--- config.mk ---
export PLATFORM = sky130hd
export DESIGN_NAME = copy_addr_gen
export DESIGN_NICKNAME = d
export VERILOG_FILES = /design/src/rtl/copy_addr_pkg.sv /design/src/rtl/copy_cfg_regs.sv /design/src/rtl/copy_launch_ctl.sv /design/src/rtl/copy_row_seq.sv /design/src/rtl/copy_addr_gen.sv
export SDC_FILE = /design/constraint.sdc
export NUM_CORES = 2
export LEC_CHECK = 0
export BUFFER_PORTS_ARGS = -buffer_cell sky130_fd_sc_hd__buf_2
export CELL_PAD_IN_SITES_DETAIL_PLACEMENT = 1
export CELL_PAD_IN_SITES_GLOBAL_PLACEMENT = 2
export CORE_MARGIN = 1.5
export CORE_UTILIZATION = 33
export CTS_BUF_LIST = sky130_fd_sc_hd__clkbuf_16
export DETAILED_ROUTE_END_ITERATION = 7
export PLACE_DENSITY = 0.74
export RECOVER_POWER = 100
export SLEW_MARGIN = 10
export SYNTH_ARGS = -nofsm -noshare
export SYNTH_HDL_FRONTEND = slang
export SYNTH_SLANG_ARGS = --single-unit
--- constraint.sdc ---
create_clock -name clk -period 5.8 [get_ports clk]
set_clock_uncertainty 0.2 [all_clocks]
set_input_delay 1.16 -clock clk [delete_from_list [all_inputs] [get_ports clk]]
set_output_delay 1.16 -clock clk [all_outputs]
set_load 0.01 [all_outputs]
--- src/rtl/copy_addr_pkg.sv ---
package copy_addr_pkg;

  localparam int unsigned WORD_W  = 32;
  localparam int unsigned ADDR_W  = 64;
  localparam int unsigned BLK_H_W = 16;
  localparam int unsigned CPP_W   = 3;
  localparam int unsigned DIM_W   = 4;

  // method offsets
  localparam int unsigned OFS_LAUNCH    = 'h0C0;
  localparam int unsigned OFS_SRC_HI    = 'h100;
  localparam int unsigned OFS_SRC_LO    = 'h101;
  localparam int unsigned OFS_DST_HI    = 'h102;
  localparam int unsigned OFS_DST_LO    = 'h103;
  localparam int unsigned OFS_SRC_PITCH = 'h104;
  localparam int unsigned OFS_DST_PITCH = 'h105;
  localparam int unsigned OFS_XCOUNT    = 'h106;
  localparam int unsigned OFS_YCOUNT    = 'h107;
  localparam int unsigned OFS_FORMAT    = 'h108;
  localparam int unsigned OFS_SRC_DIM   = 'h109;
  localparam int unsigned OFS_SRC_POS   = 'h10A;
  localparam int unsigned OFS_DST_DIM   = 'h10B;
  localparam int unsigned OFS_DST_POS   = 'h10C;

  // launch argument bits
  localparam int unsigned CTL_SRC_LIN = 7;
  localparam int unsigned CTL_DST_LIN = 8;
  localparam int unsigned CTL_2D      = 9;

  typedef enum logic [1:0] {
    ST_ISSUED = 2'd0,
    ST_TILED  = 2'd1,
    ST_EMPTY  = 2'd2
  } xfer_status_e;

  typedef struct packed {
    logic [ADDR_W-1:0] src_base;
    logic [ADDR_W-1:0] dst_base;
    logic [WORD_W-1:0] src_pitch;
    logic [WORD_W-1:0] dst_pitch;
    logic [WORD_W-1:0] x_count;
    logic [WORD_W-1:0] y_count;
    logic [CPP_W-1:0]  src_cpp_m1;
    logic [DIM_W-1:0]  src_dim;
    logic [DIM_W-1:0]  dst_dim;
  } copy_cfg_t;

endpackage

--- src/rtl/copy_cfg_regs.sv ---
module copy_cfg_regs
  import copy_addr_pkg::*;
#(
  parameter int unsigned METHOD_W = 12
) (
  input  logic                clk,
  input  logic                rst,
  input  logic                wr_en,
  input  logic [METHOD_W-1:0] wr_method,
  input  logic [WORD_W-1:0]   wr_data,
  output copy_cfg_t           cfg
);

  // Only fields the generator consumes are kept; other offsets are dropped.
  always_ff @(posedge clk) begin
    if (rst) begin
      cfg <= '0;
    end else if (wr_en) begin
      case (wr_method)
        METHOD_W'(OFS_SRC_HI):    cfg.src_base[ADDR_W-1:WORD_W] <= wr_data;
        METHOD_W'(OFS_SRC_LO):    cfg.src_base[WORD_W-1:0]      <= wr_data;
        METHOD_W'(OFS_DST_HI):    cfg.dst_base[ADDR_W-1:WORD_W] <= wr_data;
        METHOD_W'(OFS_DST_LO):    cfg.dst_base[WORD_W-1:0]      <= wr_data;
        METHOD_W'(OFS_SRC_PITCH): cfg.src_pitch                 <= wr_data;
        METHOD_W'(OFS_DST_PITCH): cfg.dst_pitch                 <= wr_data;
        METHOD_W'(OFS_XCOUNT):    cfg.x_count                   <= wr_data;
        METHOD_W'(OFS_YCOUNT):    cfg.y_count                   <= wr_data;
        METHOD_W'(OFS_FORMAT):    cfg.src_cpp_m1                <= wr_data[22:20];
        METHOD_W'(OFS_SRC_DIM):   cfg.src_dim                   <= wr_data[7:4];
        METHOD_W'(OFS_DST_DIM):   cfg.dst_dim                   <= wr_data[7:4];
        default: ;
      endcase
    end
  end

endmodule

--- src/rtl/copy_launch_ctl.sv ---
module copy_launch_ctl
  import copy_addr_pkg::*;
#(
  parameter int unsigned METHOD_W = 12
) (
  input  logic                clk,
  input  logic                rst,
  input  logic                cmd_valid,
  input  logic [METHOD_W-1:0] cmd_method,
  input  logic                busy,
  output logic                go,
  output logic                reg_wr,
  output logic                launch_err
);

  logic hit;

  assign hit    = cmd_valid && (cmd_method == METHOD_W'(OFS_LAUNCH));
  assign go     = hit && !busy;
  assign reg_wr = cmd_valid && !hit;

  always_ff @(posedge clk) begin
    if (rst)            launch_err <= 1'b0;
    else if (hit && busy) launch_err <= 1'b1;
  end

endmodule

--- src/rtl/copy_row_seq.sv ---
module copy_row_seq
  import copy_addr_pkg::*;
(
  input  logic               clk,
  input  logic               rst,
  input  logic               go,
  input  logic               lin_s,
  input  logic               lin_d,
  input  logic               mode_2d,
  input  copy_cfg_t          cfg,
  input  logic               req_ready,
  output logic               req_valid,
  output logic [ADDR_W-1:0]  req_src,
  output logic [ADDR_W-1:0]  req_dst,
  output logic [WORD_W-1:0]  req_len,
  output xfer_status_e       status,
  output logic               src_tiled,
  output logic               dst_tiled,
  output logic [BLK_H_W-1:0] src_blk_h,
  output logic [BLK_H_W-1:0] dst_blk_h
);

  logic [ADDR_W-1:0] src_base_q, dst_base_q;
  logic [WORD_W-1:0] src_pitch_q, dst_pitch_q;
  logic [WORD_W-1:0] src_off, dst_off, src_nxt, dst_nxt;
  logic [WORD_W-1:0] rows_left, row_len;

  assign row_len = cfg.x_count * WORD_W'({1'b0, cfg.src_cpp_m1} + 4'd1);
  assign src_nxt = src_off + src_pitch_q;
  assign dst_nxt = dst_off + dst_pitch_q;

  always_ff @(posedge clk) begin
    if (rst) begin
      req_valid   <= 1'b0;
      req_src     <= '0;
      req_dst     <= '0;
      req_len     <= '0;
      status      <= ST_ISSUED;
      src_tiled   <= 1'b0;
      dst_tiled   <= 1'b0;
      src_blk_h   <= BLK_H_W'(1);
      dst_blk_h   <= BLK_H_W'(1);
      src_base_q  <= '0;
      dst_base_q  <= '0;
      src_pitch_q <= '0;
      dst_pitch_q <= '0;
      src_off     <= '0;
      dst_off     <= '0;
      rows_left   <= '0;
    end else if (go) begin
      src_base_q  <= cfg.src_base;
      dst_base_q  <= cfg.dst_base;
      src_pitch_q <= cfg.src_pitch;
      dst_pitch_q <= cfg.dst_pitch;
      src_off     <= '0;
      dst_off     <= '0;
      src_tiled   <= !lin_s;
      dst_tiled   <= !lin_d;
      src_blk_h   <= BLK_H_W'(1) << cfg.src_dim;
      dst_blk_h   <= BLK_H_W'(1) << cfg.dst_dim;
      if (!mode_2d) begin
        req_valid <= 1'b1;
        rows_left <= WORD_W'(1);
        req_src   <= cfg.src_base;
        req_dst   <= cfg.dst_base;
        req_len   <= cfg.x_count;
        status    <= ST_ISSUED;
      end else if (!(lin_s && lin_d)) begin
        status    <= ST_TILED;
      end else if (cfg.x_count == '0 || cfg.y_count == '0) begin
        status    <= ST_EMPTY;
      end else begin
        req_valid <= 1'b1;
        rows_left <= cfg.y_count;
        req_src   <= cfg.src_base;
        req_dst   <= cfg.dst_base;
        req_len   <= row_len;
        status    <= ST_ISSUED;
      end
    end else if (req_valid && req_ready) begin
      if (rows_left == WORD_W'(1)) begin
        req_valid <= 1'b0;
        rows_left <= '0;
      end else begin
        rows_left <= rows_left - WORD_W'(1);
        src_off   <= src_nxt;
        dst_off   <= dst_nxt;
        req_src   <= src_base_q + {{(ADDR_W-WORD_W){1'b0}}, src_nxt};
        req_dst   <= dst_base_q + {{(ADDR_W-WORD_W){1'b0}}, dst_nxt};
      end
    end
  end

endmodule

--- src/rtl/copy_addr_gen.sv ---
module copy_addr_gen
  import copy_addr_pkg::*;
#(
  parameter int unsigned METHOD_W = 12
) (
  input  logic                clk,
  input  logic                rst,
  input  logic                cmd_valid,
  input  logic [METHOD_W-1:0] cmd_method,
  input  logic [31:0]         cmd_arg,
  output logic                req_valid,
  input  logic                req_ready,
  output logic [63:0]         req_src,
  output logic [63:0]         req_dst,
  output logic [31:0]         req_len,
  output logic                busy,
  output logic                launch_err,
  output logic [1:0]          done_status,
  output logic                src_tiled,
  output logic                dst_tiled,
  output logic [15:0]         src_blk_h,
  output logic [15:0]         dst_blk_h
);

  copy_cfg_t    cfg;
  logic         go, reg_wr;
  xfer_status_e status;

  assign busy        = req_valid;
  assign done_status = status;

  copy_launch_ctl #(.METHOD_W(METHOD_W)) u_launch (
    .clk        (clk),
    .rst        (rst),
    .cmd_valid  (cmd_valid),
    .cmd_method (cmd_method),
    .busy       (busy),
    .go         (go),
    .reg_wr     (reg_wr),
    .launch_err (launch_err)
  );

  copy_cfg_regs #(.METHOD_W(METHOD_W)) u_regs (
    .clk       (clk),
    .rst       (rst),
    .wr_en     (reg_wr),
    .wr_method (cmd_method),
    .wr_data   (cmd_arg),
    .cfg       (cfg)
  );

  copy_row_seq u_seq (
    .clk       (clk),
    .rst       (rst),
    .go        (go),
    .lin_s     (cmd_arg[CTL_SRC_LIN]),
    .lin_d     (cmd_arg[CTL_DST_LIN]),
    .mode_2d   (cmd_arg[CTL_2D]),
    .cfg       (cfg),
    .req_ready (req_ready),
    .req_valid (req_valid),
    .req_src   (req_src),
    .req_dst   (req_dst),
    .req_len   (req_len),
    .status    (status),
    .src_tiled (src_tiled),
    .dst_tiled (dst_tiled),
    .src_blk_h (src_blk_h),
    .dst_blk_h (dst_blk_h)
  );

endmodule

==> flow_metrics.py <==
metrics = {
    "run_status": {
        "status": "finished with violations",
        "violations": "max-capacitance violations, max-slew violations",
    },
    "global_routing": {
        "antenna_found_initial": 13,
        "overflow": 0,
        "grt_pass1_wl_um": 237000,
        "grt_pass1_vias": 37440,
        "grt_max_degree": 151,
        "grt_usage_pct": 25.25,
    },
    "cts": {
        "clk_path_buf_depth": 3,
        "cts_root_buf": "clkbuf_16",
        "cts_tree": "yes",
        "cts_num_sinks": 753,
        "insertion_delay_ns": 0.69,
        "h-tree-depth": 3,
        "path_clk_slew_ns": 0.06,
        "cts_inserted_buffers": 93,
    },
    "placement": {
        "dp_hpwl_um": 106200,
        "place_inst": 6716,
        "place_congestion": 0.8788,
        "placed_area_um2": 42220,
        "pre_cts_slack_ns": -0.2457,
        "port_buffers": 246,
    },
    "detailed_routing": {
        "wl_um": 156100,
        "drtIter0Drc": 2387,
        "wl_per_cell_um": 22.67,
        "drc": 0,
        "vias": 37350,
        "dr.pass1.iters": 6,
        "vias_per_cell": 5.426,
        "ant_nets": 0,
    },
    "floorplan": {
        "start_util_pct": 33.31,
        "ios": 247,
        "die_h_um": 348.5,
        "die-area_um2": 121400,
        "coreArea_um2": 118200,
        "die_w_um": 348.5,
        "row_count": 126,
    },
    "timing": {
        "max_slew_margin_pct": -104.8,
        "setup_ws_ns": 0.2804,
        "hold_viol_final": 0,
        "layout_min_cycle_time_ns": 5.520,
        "final-setup-viol-count": 0,
        "tightest_slew_ns": 3.073,
        "fin_crit_sh_pct": 95.16,
        "max_freq_ghz": 0.1812,
        "maxSlewViolCount": 373,
        "setup_tns_ns": 0,
    },
    "yosys": {
        "ys_ff_latch": 753,
        "synth_edf_count": 0,
        "async_reset_ff_share_pct": 0,
        "yosysSeqAreaShare_pct": 38.28,
        "yosysWarnings": 0,
        "synth_flop_cell": "dfxtp_1",
        "syn_inst": 5166,
        "netlist_area_um2": 39380,
        "synth_nets": 5437,
        "avgSynthCellArea_um2": 7.624,
        "synth.distinct_cells": 81,
    },
    "cells_and_area": {
        "final_common_cell": "nand2_1",
        "fin_nets": 5548,
        "fin_area_um2": 44940,
        "area_growth_pct": 14.12,
        "postLayoutCoreUtil_pct": 38.01,
        "drive_gt1_share_pct": 6.527,
        "fin_cells": 6884,
        "layout_common_cells": "1286 x nand2_1, 753 x dfxtp_1, 742 x a21oi_1",
    },
    "flow_run": {
        "drv_cap": 11,
    },
    "power_and_ir_drop": {
        "power.leakage_nw": 16.89,
        "seqPwrFrac_pct": 46.1,
        "clkPwrFrac_pct": 51.5,
        "comb_power_share_pct": 2.4,
        "ir_worst_vdd_v": 0.0001904,
        "power_density_nw_per_um2": 249.9,
        "netSwitchingFraction_pct": 24.20,
        "p_int_mw": 8.512,
        "p_sw_mw": 2.718,
    },
    "setup_path": {
        "required_ns": 6.16,
        "startpoint_type": "register",
        "crit_arrival_ns": 5.88,
        "worst-setup-path-type": "reg2reg",
        "path_max_fanout": 7,
        "r2r_cells": 21,
        "end_kind": "register",
    },
    "min_path": {
        "min_path_type": "reg2reg",
        "hold_path_depth": 2,
    },
}
==> final timing paths <==
path                                  startpoint                    end  slack [ns]
worst max register to register  u_seq.dst_off[0]      u_seq.req_dst[57]        0.28
worst min-delay path              u_regs.cfg[96]  u_seq.dst_pitch_q[21]        0.25
worst min register to register    u_regs.cfg[96]  u_seq.dst_pitch_q[21]        0.25
worst max-delay path            u_seq.dst_off[0]      u_seq.req_dst[57]        0.28
==> routing by layer <==
layer	wire length [um]	part of all wire (%)	global-route usage, %	up-vias
met5	0	0	0	-
met1	74710	48	35.48	18580
met4	3762	2.4	6.619	0
li1	-	-	-	17880
met2	70850	45	40.75	710
met3	6762	4.3	3.043	183
==> synthesized netlist by cell type (all sizes together), types with 5 or more instances <==
cell type / count / area [um^2]
nand2: 1289 / 4841
dfxtp: 753 / 15070
a21oi: 746 / 3734
nor2: 371 / 1398
clkbuf: 302 / 1162
ha: 162 / 2027
o21ai: 154 / 770.7
inv: 130 / 488.0
xnor2: 112 / 980.9
nor3: 111 / 571.8
a21o: 86 / 645.6
xor2: 83 / 727.0
nand3: 69 / 345.3
a211oi: 61 / 457.9
fa: 61 / 1221
and2: 56 / 350.3
a311oi: 50 / 437.9
nor4: 49 / 306.5
buf: 44 / 214.0
mux2i: 43 / 430.4
nand2b: 43 / 269.0
or3: 33 / 211.5
a2111oi: 31 / 279.0
nor2b: 31 / 193.9
and3: 30 / 187.7
nand4: 30 / 187.7
o211ai: 23 / 172.7
or2: 20 / 125.1
o21a: 19 / 142.6
o21bai: 19 / 142.6
a22oi: 14 / 105.1
o22ai: 11 / 68.82
o31ai: 11 / 82.58
a31oi: 10 / 62.56
a221oi: 9 / 85.08
a21boi: 7 / 52.55
a31o: 7 / 61.31
or4: 7 / 60.06
nand3b: 6 / 45.04
o221ai: 6 / 52.55
o211a: 5 / 50.05
o41ai: 5 / 43.79
==> area by class of cell <==
class                   instances  area [um^2]
flip-flops and latches        753        15070
diodes                          1        2.502
multi-input cells            3937        22640
clock inverters                69        555.5
well taps                    1536         1922
clock buffers                  96         2402
repair buffers                362         1861
inverters                     130        488.0
fillers                     14460        73300
==> critical path: stages (launching register included) <==
cell       delay, ns
dfxtp_1         0.32
ha_1            0.25
fa_1            0.41
a21o_1          0.19
a21oi_2         0.17
o21ai_0         0.13
and3b_1         0.24
o21a_1          0.21
or4_1           0.49
xor2_1          0.19
ha_1            0.45
nand4_1         0.18
o31ai_1         0.26
o21ai_0         0.17
a32oi_4         0.26
a21oi_1         0.11
buf_4           0.20
nor3_2          0.11
buf_4           0.18
nand3_1         0.10
xor2_1          0.16
a2111oi_1       0.41
==> state kept, by name, summed over array words and instances (netlist names), 32 cells and up <==
name / flops
u_seq.req_len: 32
u_regs.cfg: 267
u_seq.dst_base_q: 64
u_seq.src_off: 32
u_seq.req_src: 64
u_seq.src_pitch_q: 32
u_seq.src_base_q: 64
u_seq.req_dst: 64
u_seq.rows_left: 32
u_seq.dst_pitch_q: 32
u_seq.dst_off: 32
==> power by group through the flow <==
stage | clock network [mW] | registers [mW] | logic [mW]
finish | 5.79 | 5.17 | 0.272
global route | 6.13 | 5.17 | 0.280
CTS | 5.92 | 5.17 | 0.276
detailed placement | 0 | 5.29 | 0.276
global placement | 0 | 5.29 | 0.275
floorplan | 0 | 5.29 | 0.114
==> stage by stage <==
step | hold slack [ns] | power [mW]
after floorplan | 0.2319 | 5.401
after global placement | 0.2414 | 5.562
after detailed placement | 0.2478 | 5.562
after CTS | 0.2465 | 11.37
after global routing | 0.2648 | 11.58
final | 0.2499 | 11.23
==> cells by family (layout without fill, tap and decap cells) <==
kind of cell / Yosys count / in the layout / share of synthesized area, %
adders and majority gates: 223 / 223 / 8.247
AOI/OAI and AO/OA: 1315 / 1315 / 19.87
other: 0 / 1 / 0
and+or+nand+nor: 2159 / 2159 / 23.39
muxes: 45 / 45 / 1.150
xor gates and xnor gates: 195 / 195 / 4.337
DFF: 753 / 753 / 38.28
buffers and inverters: 476 / 657 / 4.734
==> repair_timing <==
item | 4_1_cts | 5_1_grt
cloned | 0 | 0
endpoints found under the setup margin | 20 | 60
pin swaps | 0 | 6
gates resized for setup | 3 | 45
hold buffers | 0 | 0
buffers inserted | 0 | 2
No activity file was read; power rests on OpenSTA's default activity.
